--- config.mk ---
export PLATFORM = sky130hd
export DESIGN_NAME = ivs_vector_select
export DESIGN_NICKNAME = d
export VERILOG_FILES = /design/src/rtl/ivs_pkg.sv /design/src/rtl/ivs_regif.sv /design/src/rtl/ivs_unlock_fsm.sv /design/src/rtl/ivs_lock_policy.sv /design/src/rtl/ivs_vector_select.sv
export SDC_FILE = /design/constraint.sdc
export NUM_CORES = 1
export LEC_CHECK = 0
export ABC_AREA = 1
export BUFFER_PORTS_ARGS = -buffer_cell sky130_fd_sc_hd__buf_4
export CORE_MARGIN = 4
export CORE_UTILIZATION = 30
export CTS_BUF_LIST = sky130_fd_sc_hd__clkbuf_8
export CTS_CLUSTER_DIAMETER = 200
export CTS_CLUSTER_SIZE = 14
export DETAILED_ROUTE_END_ITERATION = 12
export RECOVER_POWER = 25
export SYNTH_ARGS = -nofsm -noshare
export SYNTH_HDL_FRONTEND = slang
export SYNTH_SLANG_ARGS = --single-unit
--- constraint.sdc ---
create_clock -name clk -period 2.05 [get_ports clk]
set_input_delay 0.3075 -clock clk [delete_from_list [all_inputs] [get_ports clk]]
set_output_delay 0.3075 -clock clk [all_outputs]
set_load 0.03 [all_outputs]
--- src/rtl/ivs_pkg.sv ---
`timescale 1ns/1ps
package ivs_pkg;

    // Sequencer states of the vector-select unlock machine
    typedef enum logic [1:0] {
        ST_IDLE  = 2'd0,   // no sequence open
        ST_ARMED = 2'd1,   // unlock window open, counting down
        ST_HOLD  = 2'd2    // select committed, waiting for next retire
    } ivs_state_e;

endpackage

--- src/rtl/ivs_regif.sv ---
`timescale 1ns/1ps
// Register decode: turns bus writes into arm/commit requests and builds read data.
module ivs_regif #(
    parameter int              ADDR_W   = 6,
    parameter int              DATA_W   = 8,
    parameter logic [ADDR_W-1:0] REG_ADDR = 6'h35,
    parameter int              CE_POS   = 0,
    parameter int              SEL_POS  = 1
) (
    input  logic              wr_en,
    input  logic [ADDR_W-1:0] wr_addr,
    input  logic [DATA_W-1:0] wr_data,
    input  logic [ADDR_W-1:0] rd_addr,
    input  logic              sel,
    input  logic              ce_live,
    output logic              arm_req,
    output logic              commit_req,
    output logic              commit_val,
    output logic [DATA_W-1:0] rd_data
);

    logic wr_hit;
    logic unused_rsvd;

    assign wr_hit      = wr_en && (wr_addr == REG_ADDR);
    assign unused_rsvd = ^wr_data;

    always_comb begin
        arm_req    = wr_hit &&  wr_data[CE_POS];
        commit_req = wr_hit && !wr_data[CE_POS];
        commit_val = wr_data[SEL_POS];
    end

    always_comb begin
        rd_data = '0;
        if (rd_addr == REG_ADDR) begin
            rd_data[SEL_POS] = sel;
            rd_data[CE_POS]  = ce_live;
        end
    end

endmodule

--- src/rtl/ivs_unlock_fsm.sv ---
`timescale 1ns/1ps
// Unlock sequencer: owns the select bit, the window counter and the sequence block.
module ivs_unlock_fsm
    import ivs_pkg::*;
#(
    parameter int WINDOW = 4
) (
    input  logic clk,
    input  logic rst_n,
    input  logic arm_req,
    input  logic commit_req,
    input  logic commit_val,
    input  logic retire,
    output logic sel_o,
    output logic ce_live,
    output logic seq_block
);

    localparam int CNT_W = $clog2(WINDOW + 1);
    localparam logic [CNT_W-1:0] CNT_FULL = CNT_W'(WINDOW);
    localparam logic [CNT_W-1:0] CNT_LAST = CNT_W'(1);

    ivs_state_e       st_q, st_d;
    logic [CNT_W-1:0] cnt_q, cnt_d;
    logic             sel_q, sel_d;

    // Next-state logic: transitions ARM, COMMIT, EXPIRE, RELEASE
    always_comb begin
        st_d  = st_q;
        cnt_d = cnt_q;
        sel_d = sel_q;
        unique case (st_q)
            ST_IDLE: begin
                if (arm_req) begin                 // ARM
                    st_d  = ST_ARMED;
                    cnt_d = CNT_FULL;
                end
            end
            ST_ARMED: begin
                if (arm_req) begin                 // ARM (restart)
                    cnt_d = CNT_FULL;
                end else if (commit_req) begin     // COMMIT
                    st_d  = ST_HOLD;
                    sel_d = commit_val;
                    cnt_d = '0;
                end else if (cnt_q == CNT_LAST) begin  // EXPIRE
                    st_d  = ST_IDLE;
                    cnt_d = '0;
                end else begin
                    cnt_d = cnt_q - CNT_LAST;
                end
            end
            ST_HOLD: begin
                if (arm_req) begin                 // ARM
                    st_d  = ST_ARMED;
                    cnt_d = CNT_FULL;
                end else if (retire) begin         // RELEASE
                    st_d  = ST_IDLE;
                end
            end
            default: begin
                st_d  = ST_IDLE;
                cnt_d = '0;
            end
        endcase
    end

    // State register
    always_ff @(posedge clk or negedge rst_n) begin
        if (!rst_n) begin
            st_q  <= ST_IDLE;
            cnt_q <= '0;
            sel_q <= 1'b0;
        end else begin
            st_q  <= st_d;
            cnt_q <= cnt_d;
            sel_q <= sel_d;
        end
    end

    // Outputs
    always_comb begin
        sel_o     = sel_q;
        ce_live   = (st_q == ST_ARMED);
        seq_block = (st_q == ST_ARMED) || (st_q == ST_HOLD);
    end

    // Assertions
    p_cnt_range_r4: assert property (@(posedge clk) disable iff (!rst_n)
        (st_q == ST_ARMED) |-> (cnt_q >= CNT_LAST && cnt_q <= CNT_FULL));

    p_expire_r4: assert property (@(posedge clk) disable iff (!rst_n)
        (st_q == ST_ARMED && cnt_q == CNT_LAST && !arm_req && !commit_req) |=> (st_q == ST_IDLE));

    p_sel_guard_r3: assert property (@(posedge clk) disable iff (!rst_n)
        (sel_q != $past(sel_q)) |-> $past(st_q == ST_ARMED && commit_req && !arm_req));

    p_restart_r6: assert property (@(posedge clk) disable iff (!rst_n)
        (st_q == ST_ARMED && arm_req) |=> (st_q == ST_ARMED && cnt_q == CNT_FULL && $stable(sel_q)));

    p_hold_release_r5: assert property (@(posedge clk) disable iff (!rst_n)
        (st_q == ST_HOLD && retire && !arm_req) |=> (st_q == ST_IDLE));

    p_hold_stay_r5: assert property (@(posedge clk) disable iff (!rst_n)
        (st_q == ST_HOLD && !retire && !arm_req) |=> (st_q == ST_HOLD));

endmodule

--- src/rtl/ivs_lock_policy.sv ---
`timescale 1ns/1ps
// Lock policy: merges the sequence block with the section-dependent lock rules.
module ivs_lock_policy (
    input  logic sel,
    input  logic in_boot,
    input  logic lock_boot,
    input  logic lock_app,
    input  logic seq_block,
    output logic irq_block
);

    logic boot_rule;
    logic app_rule;

    always_comb begin
        boot_rule = sel  && lock_boot && !in_boot;
        app_rule  = !sel && lock_app  &&  in_boot;
        irq_block = seq_block || boot_rule || app_rule;
    end

endmodule

--- src/rtl/ivs_vector_select.sv ---
`timescale 1ns/1ps
module ivs_vector_select #(
    parameter int                ADDR_W    = 6,
    parameter int                DATA_W    = 8,
    parameter logic [ADDR_W-1:0] REG_ADDR  = 6'h35,
    parameter int                WINDOW    = 4,
    parameter int                BASE_W    = 16,
    parameter logic [BASE_W-1:0] APP_BASE  = 16'h0000,
    parameter logic [BASE_W-1:0] BOOT_BASE = 16'h3800
) (
    input  logic              clk,
    input  logic              rst_n,
    input  logic              wr_en,
    input  logic [ADDR_W-1:0] wr_addr,
    input  logic [DATA_W-1:0] wr_data,
    input  logic [ADDR_W-1:0] rd_addr,
    output logic [DATA_W-1:0] rd_data,
    input  logic              retire,
    input  logic              in_boot,
    input  logic              lock_boot,
    input  logic              lock_app,
    output logic [BASE_W-1:0] vec_base,
    output logic              irq_block
);

    localparam int CE_POS  = 0;
    localparam int SEL_POS = 1;

    logic arm_req, commit_req, commit_val;
    logic vsel, ce_live, seq_block;

    ivs_regif #(
        .ADDR_W(ADDR_W), .DATA_W(DATA_W), .REG_ADDR(REG_ADDR),
        .CE_POS(CE_POS), .SEL_POS(SEL_POS)
    ) u_regif (
        .wr_en(wr_en), .wr_addr(wr_addr), .wr_data(wr_data), .rd_addr(rd_addr),
        .sel(vsel), .ce_live(ce_live),
        .arm_req(arm_req), .commit_req(commit_req), .commit_val(commit_val),
        .rd_data(rd_data)
    );

    ivs_unlock_fsm #(.WINDOW(WINDOW)) u_fsm (
        .clk(clk), .rst_n(rst_n),
        .arm_req(arm_req), .commit_req(commit_req), .commit_val(commit_val),
        .retire(retire),
        .sel_o(vsel), .ce_live(ce_live), .seq_block(seq_block)
    );

    ivs_lock_policy u_policy (
        .sel(vsel), .in_boot(in_boot), .lock_boot(lock_boot), .lock_app(lock_app),
        .seq_block(seq_block), .irq_block(irq_block)
    );

    assign vec_base = vsel ? BOOT_BASE : APP_BASE;

    // Assertions
    p_boot_lock_r7: assert property (@(posedge clk) disable iff (!rst_n)
        (vec_base == BOOT_BASE && lock_boot && !in_boot) |-> irq_block);

    p_app_lock_r8: assert property (@(posedge clk) disable iff (!rst_n)
        (vec_base == APP_BASE && lock_app && in_boot) |-> irq_block);

    p_window_block_r5: assert property (@(posedge clk) disable iff (!rst_n)
        (rd_addr == REG_ADDR && rd_data[CE_POS]) |-> irq_block);

    p_base_legal_r9: assert property (@(posedge clk) disable iff (!rst_n)
        (vec_base == APP_BASE) || (vec_base == BOOT_BASE));

endmodule

==> impl_metrics.py <==
metrics = {
    "run_status": {
        "outcome": "finished, final reports clean",
    },
    "cells_and_area": {
        "fill_cells": 247,
        "finish.instance_area_um2": 932,
        "register_area_um2": 150,
        "num-nets-final": 158,
        "synthToLayoutAreaGrowth_pct": 24.0,
        "post_route_cells_drive_above_1_share_pct": 31.7,
        "antenna_cells_inserted": 0,
        "multiInputGateArea_um2": 459,
    },
    "timing": {
        "setup_tns_ns": 0,
        "timing.final.max_slew_violations": 0,
        "final_critical_path_time_including_i_o_delays_and_setup_ns": 1.76,
        "finalHoldViolCount": 0,
        "final.period_utilization_pct": 85.9,
        "grt_setup_unrepaired": "no",
        "final.hold.worst_slack_ns": 0.341,
        "fin_worst_skew_ns": 0.00210,
        "achievable-frequency_mhz": 568,
        "setup_viol": 0,
    },
    "route": {
        "first_pass_iters": 4,
        "wl_per_cell_um": 8.77,
        "drtAntennaViolNets": 0,
        "routed_wl_mm": 1.33,
        "drt-initial-drc-count": 3,
        "avgViaCountPerCell": 4.11,
        "remaining_drc_errors": 0,
        "total_via_count_in_the_routed_design": 620,
    },
    "worst_setup_path": {
        "cp_class": "reg -> out",
        "setup.worst_path.end_class": "output port",
        "worstSetupStartpointType": "register",
        "critical_path_peak_fanout": 4,
        "worst_ep_arrival_time_ns": 1.45,
        "cp_data_required_time_ns": 1.74,
    },
    "place": {
        "number_of_buffer_cells_added_on_primary_ports": 26,
        "hpwl_mm": 1.21,
        "globalplace.congestion": 0.785,
        "placed_instance_area_um2": 885,
    },
    "run": {
        "cap_viol_max_count": 0,
    },
    "clock_network": {
        "clock_tree.htree_level_count": 1,
        "post_cts_resize_count": 0,
        "clk-insertion-delay-late_ns": 0.22,
        "max-clock-path-buffers": 2,
        "cts.sink_count": 6,
        "tritoncts.num_buffers": 3,
        "tritoncts": "yes",
        "cts-root-buf": "sky130_fd_sc_hd__clkbuf_8",
        "cts.clk_slew.worst_paths_ns": 0.03,
    },
    "floorplanning": {
        "floorplan.initialDensity_pct": 32.7,
        "floorplan.core_area_um2": 2300,
        "die_span_y_um": 58.1,
        "floorplan.die_area_um2": 3370,
        "rows": 17,
        "ios": 52,
        "die_w_um": 58.1,
    },
    "logic_synthesis": {
        "yosysTopAreaCellShare_pct": 22.0,
        "ys.flop_type": "sky130_fd_sc_hd__dfrtp_1",
        "synthesis.area_per_instance_um2": 7.75,
        "synth-edff-count": 0,
        "yosysTopAreaCell": "sky130_fd_sc_hd__buf_4",
        "synth_cell_types": 22,
        "synth_sequential_area_ratio_pct": 20.0,
        "synth.top_cells.by_area": "sky130_fd_sc_hd__buf_4 22%, sky130_fd_sc_hd__dfrtp_1 20%, sky130_fd_sc_hd__ha_1 10%",
        "syn-instance-count": 97,
        "synth.ff_latch_count": 6,
        "ys.warnings.count": 0,
        "async_reset_ff_share_pct": 100,
        "post_synth_instance_area_um2": 752,
    },
    "global_routing": {
        "largest_net_degree_at_the_start_of_global_routing": 7,
        "grtUsageTotal_pct": 8.10,
        "globalRouteOverflowTotal": 0,
        "grt_pass1_vias": 569,
        "grt_antenna_before_repair": 0,
        "first_pass_grt_wire_length_mm": 2.15,
    },
    "pwr": {
        "static-leakage-power_uw": 0.000528,
        "power-per-cell-area_nw_per_um2": 810,
        "vdd_ir_drop_max_mv": 0.530,
        "total_power_uw": 755,
    },
    "min_path": {
        "holdCritPathClass": "in -> reg",
    },
}
sequential cells by signal, summed over array words and instances, names as in the netlist:
name	count
u_fsm.cnt_q	3
u_fsm.sel_o	1
u_fsm.st_q	2
final cells by class:
type                    count  area share [%]
flip-flops and latches      6            16.1
clock buffers               3            4.43
well taps                  28            3.76
multi-input cells          75            49.3
inverters                  12            4.83
repair buffers             27            21.6
critical path, stage by stage (launching register included):
cell                      delay [ns]
sky130_fd_sc_hd__dfrtp_1        0.38
sky130_fd_sc_hd__inv_1          0.07
sky130_fd_sc_hd__ha_1           0.29
sky130_fd_sc_hd__a311o_1        0.32
sky130_fd_sc_hd__buf_4          0.17
through the flow:
stage	std cells	utilization [%]	setup slack [ns]
after global placement	147	38.5	0.531
after CTS	151	40.7	0.263
after detailed placement	147	38.5	0.503
final	151	40.6	0.288
after floorplan	115	-	0.574
after global routing	151	40.6	0.207
synth_stat cells (all sizes together), types with 2 or more instances:
library cell	n
a21oi	2
buf	22
dfrtp	6
ha	6
inv	12
nand2	16
nand3	8
nand3b	2
nand4	2
nor2	10
nor3	2
o21ai	5
report_power, final:
group	leakage [µW]	switching, µW	internal (µW)
Clock	0.0000216	46.1	126
Sequential	0.0000749	28.8	154
Combinational	0.000432	250	151
Total	0.000528	325	430
placed cells by master, fill, tap and decap left out:
master / Yosys / layout
sky130_fd_sc_hd__nand3_1: 6 / 6
sky130_fd_sc_hd__nand2_4: 2 / 2
sky130_fd_sc_hd__conb_1: 1 / 19
sky130_fd_sc_hd__nor2_8: 2 / 2
sky130_fd_sc_hd__nand3_2: 1 / 1
sky130_fd_sc_hd__nor3_1: 2 / 2
sky130_fd_sc_hd__nand2_2: 4 / 4
sky130_fd_sc_hd__nand4_1: 2 / 2
sky130_fd_sc_hd__dfrtp_1: 6 / 6
sky130_fd_sc_hd__inv_1: 12 / 12
sky130_fd_sc_hd__or2_0: 1 / 1
sky130_fd_sc_hd__dlygate4sd3_1: 0 / 1
sky130_fd_sc_hd__a311o_1: 1 / 1
sky130_fd_sc_hd__ha_1: 6 / 6
sky130_fd_sc_hd__o21ai_0: 4 / 4
sky130_fd_sc_hd__o21ai_2: 1 / 1
sky130_fd_sc_hd__nor3b_1: 1 / 1
sky130_fd_sc_hd__nor2_1: 8 / 8
sky130_fd_sc_hd__a21oi_1: 2 / 2
sky130_fd_sc_hd__nand3_4: 1 / 1
sky130_fd_sc_hd__nand2_1: 10 / 10
sky130_fd_sc_hd__buf_4: 22 / 25
sky130_fd_sc_hd__clkbuf_1: 0 / 1
sky130_fd_sc_hd__nand3b_1: 2 / 2
sky130_fd_sc_hd__clkbuf_8: 0 / 3
what timing repair did:
item | CTS | global route
hold buffers | 1 | 0
buffers inserted | 0 | 0
endpoints found under the hold margin | 6 | 0
cell families after synthesis:
family                   after synthesis  synth area share [%]
flip-flops                             6                  20.0
other                                  1                 0.499
adder cells (fa/ha/maj)                6                  9.98
AND/OR/NAND/NOR                       42                  35.1
buffers and inverters                 34                  28.0
AO/OA/AOI/OAI                          8                  6.49
final timing paths:
kind	start	slack (ns)	endpoint	cells after the start
min in group asynchronous	rst_n	0.49	u_fsm.cnt_q[2]$_DFFE_PN0P_	2
hold reg to reg	u_fsm.st_q[1]$_DFFE_PN0P_	0.52	u_fsm.st_q[1]$_DFFE_PN0P_	2
hold / removal	wr_data[1]	0.34	u_fsm.sel_o$_DFFE_PN0P_	3
max in group asynchronous	rst_n	1.32	u_fsm.sel_o$_DFFE_PN0P_	2
setup / recovery	u_fsm.st_q[0]$_DFFE_PN0P_	0.29	irq_block	4
setup reg to reg	u_fsm.st_q[0]$_DFFE_PN0P_	0.69	u_fsm.cnt_q[2]$_DFFE_PN0P_	7
routing by layer:
| layer | wire length (µm) | track usage (%) | share of wire, % |
|---|---|---|---|
| met1 | 498 | 8.79 | 38 |
| met2 | 680 | 13.9 | 51 |
| met3 | 146 | 3.56 | 11 |
| met4 | 0 | 2.98 | 0 |
| met5 | 0 | 0 | 0 |
Note: power is estimated with default switching activity, not from simulation.
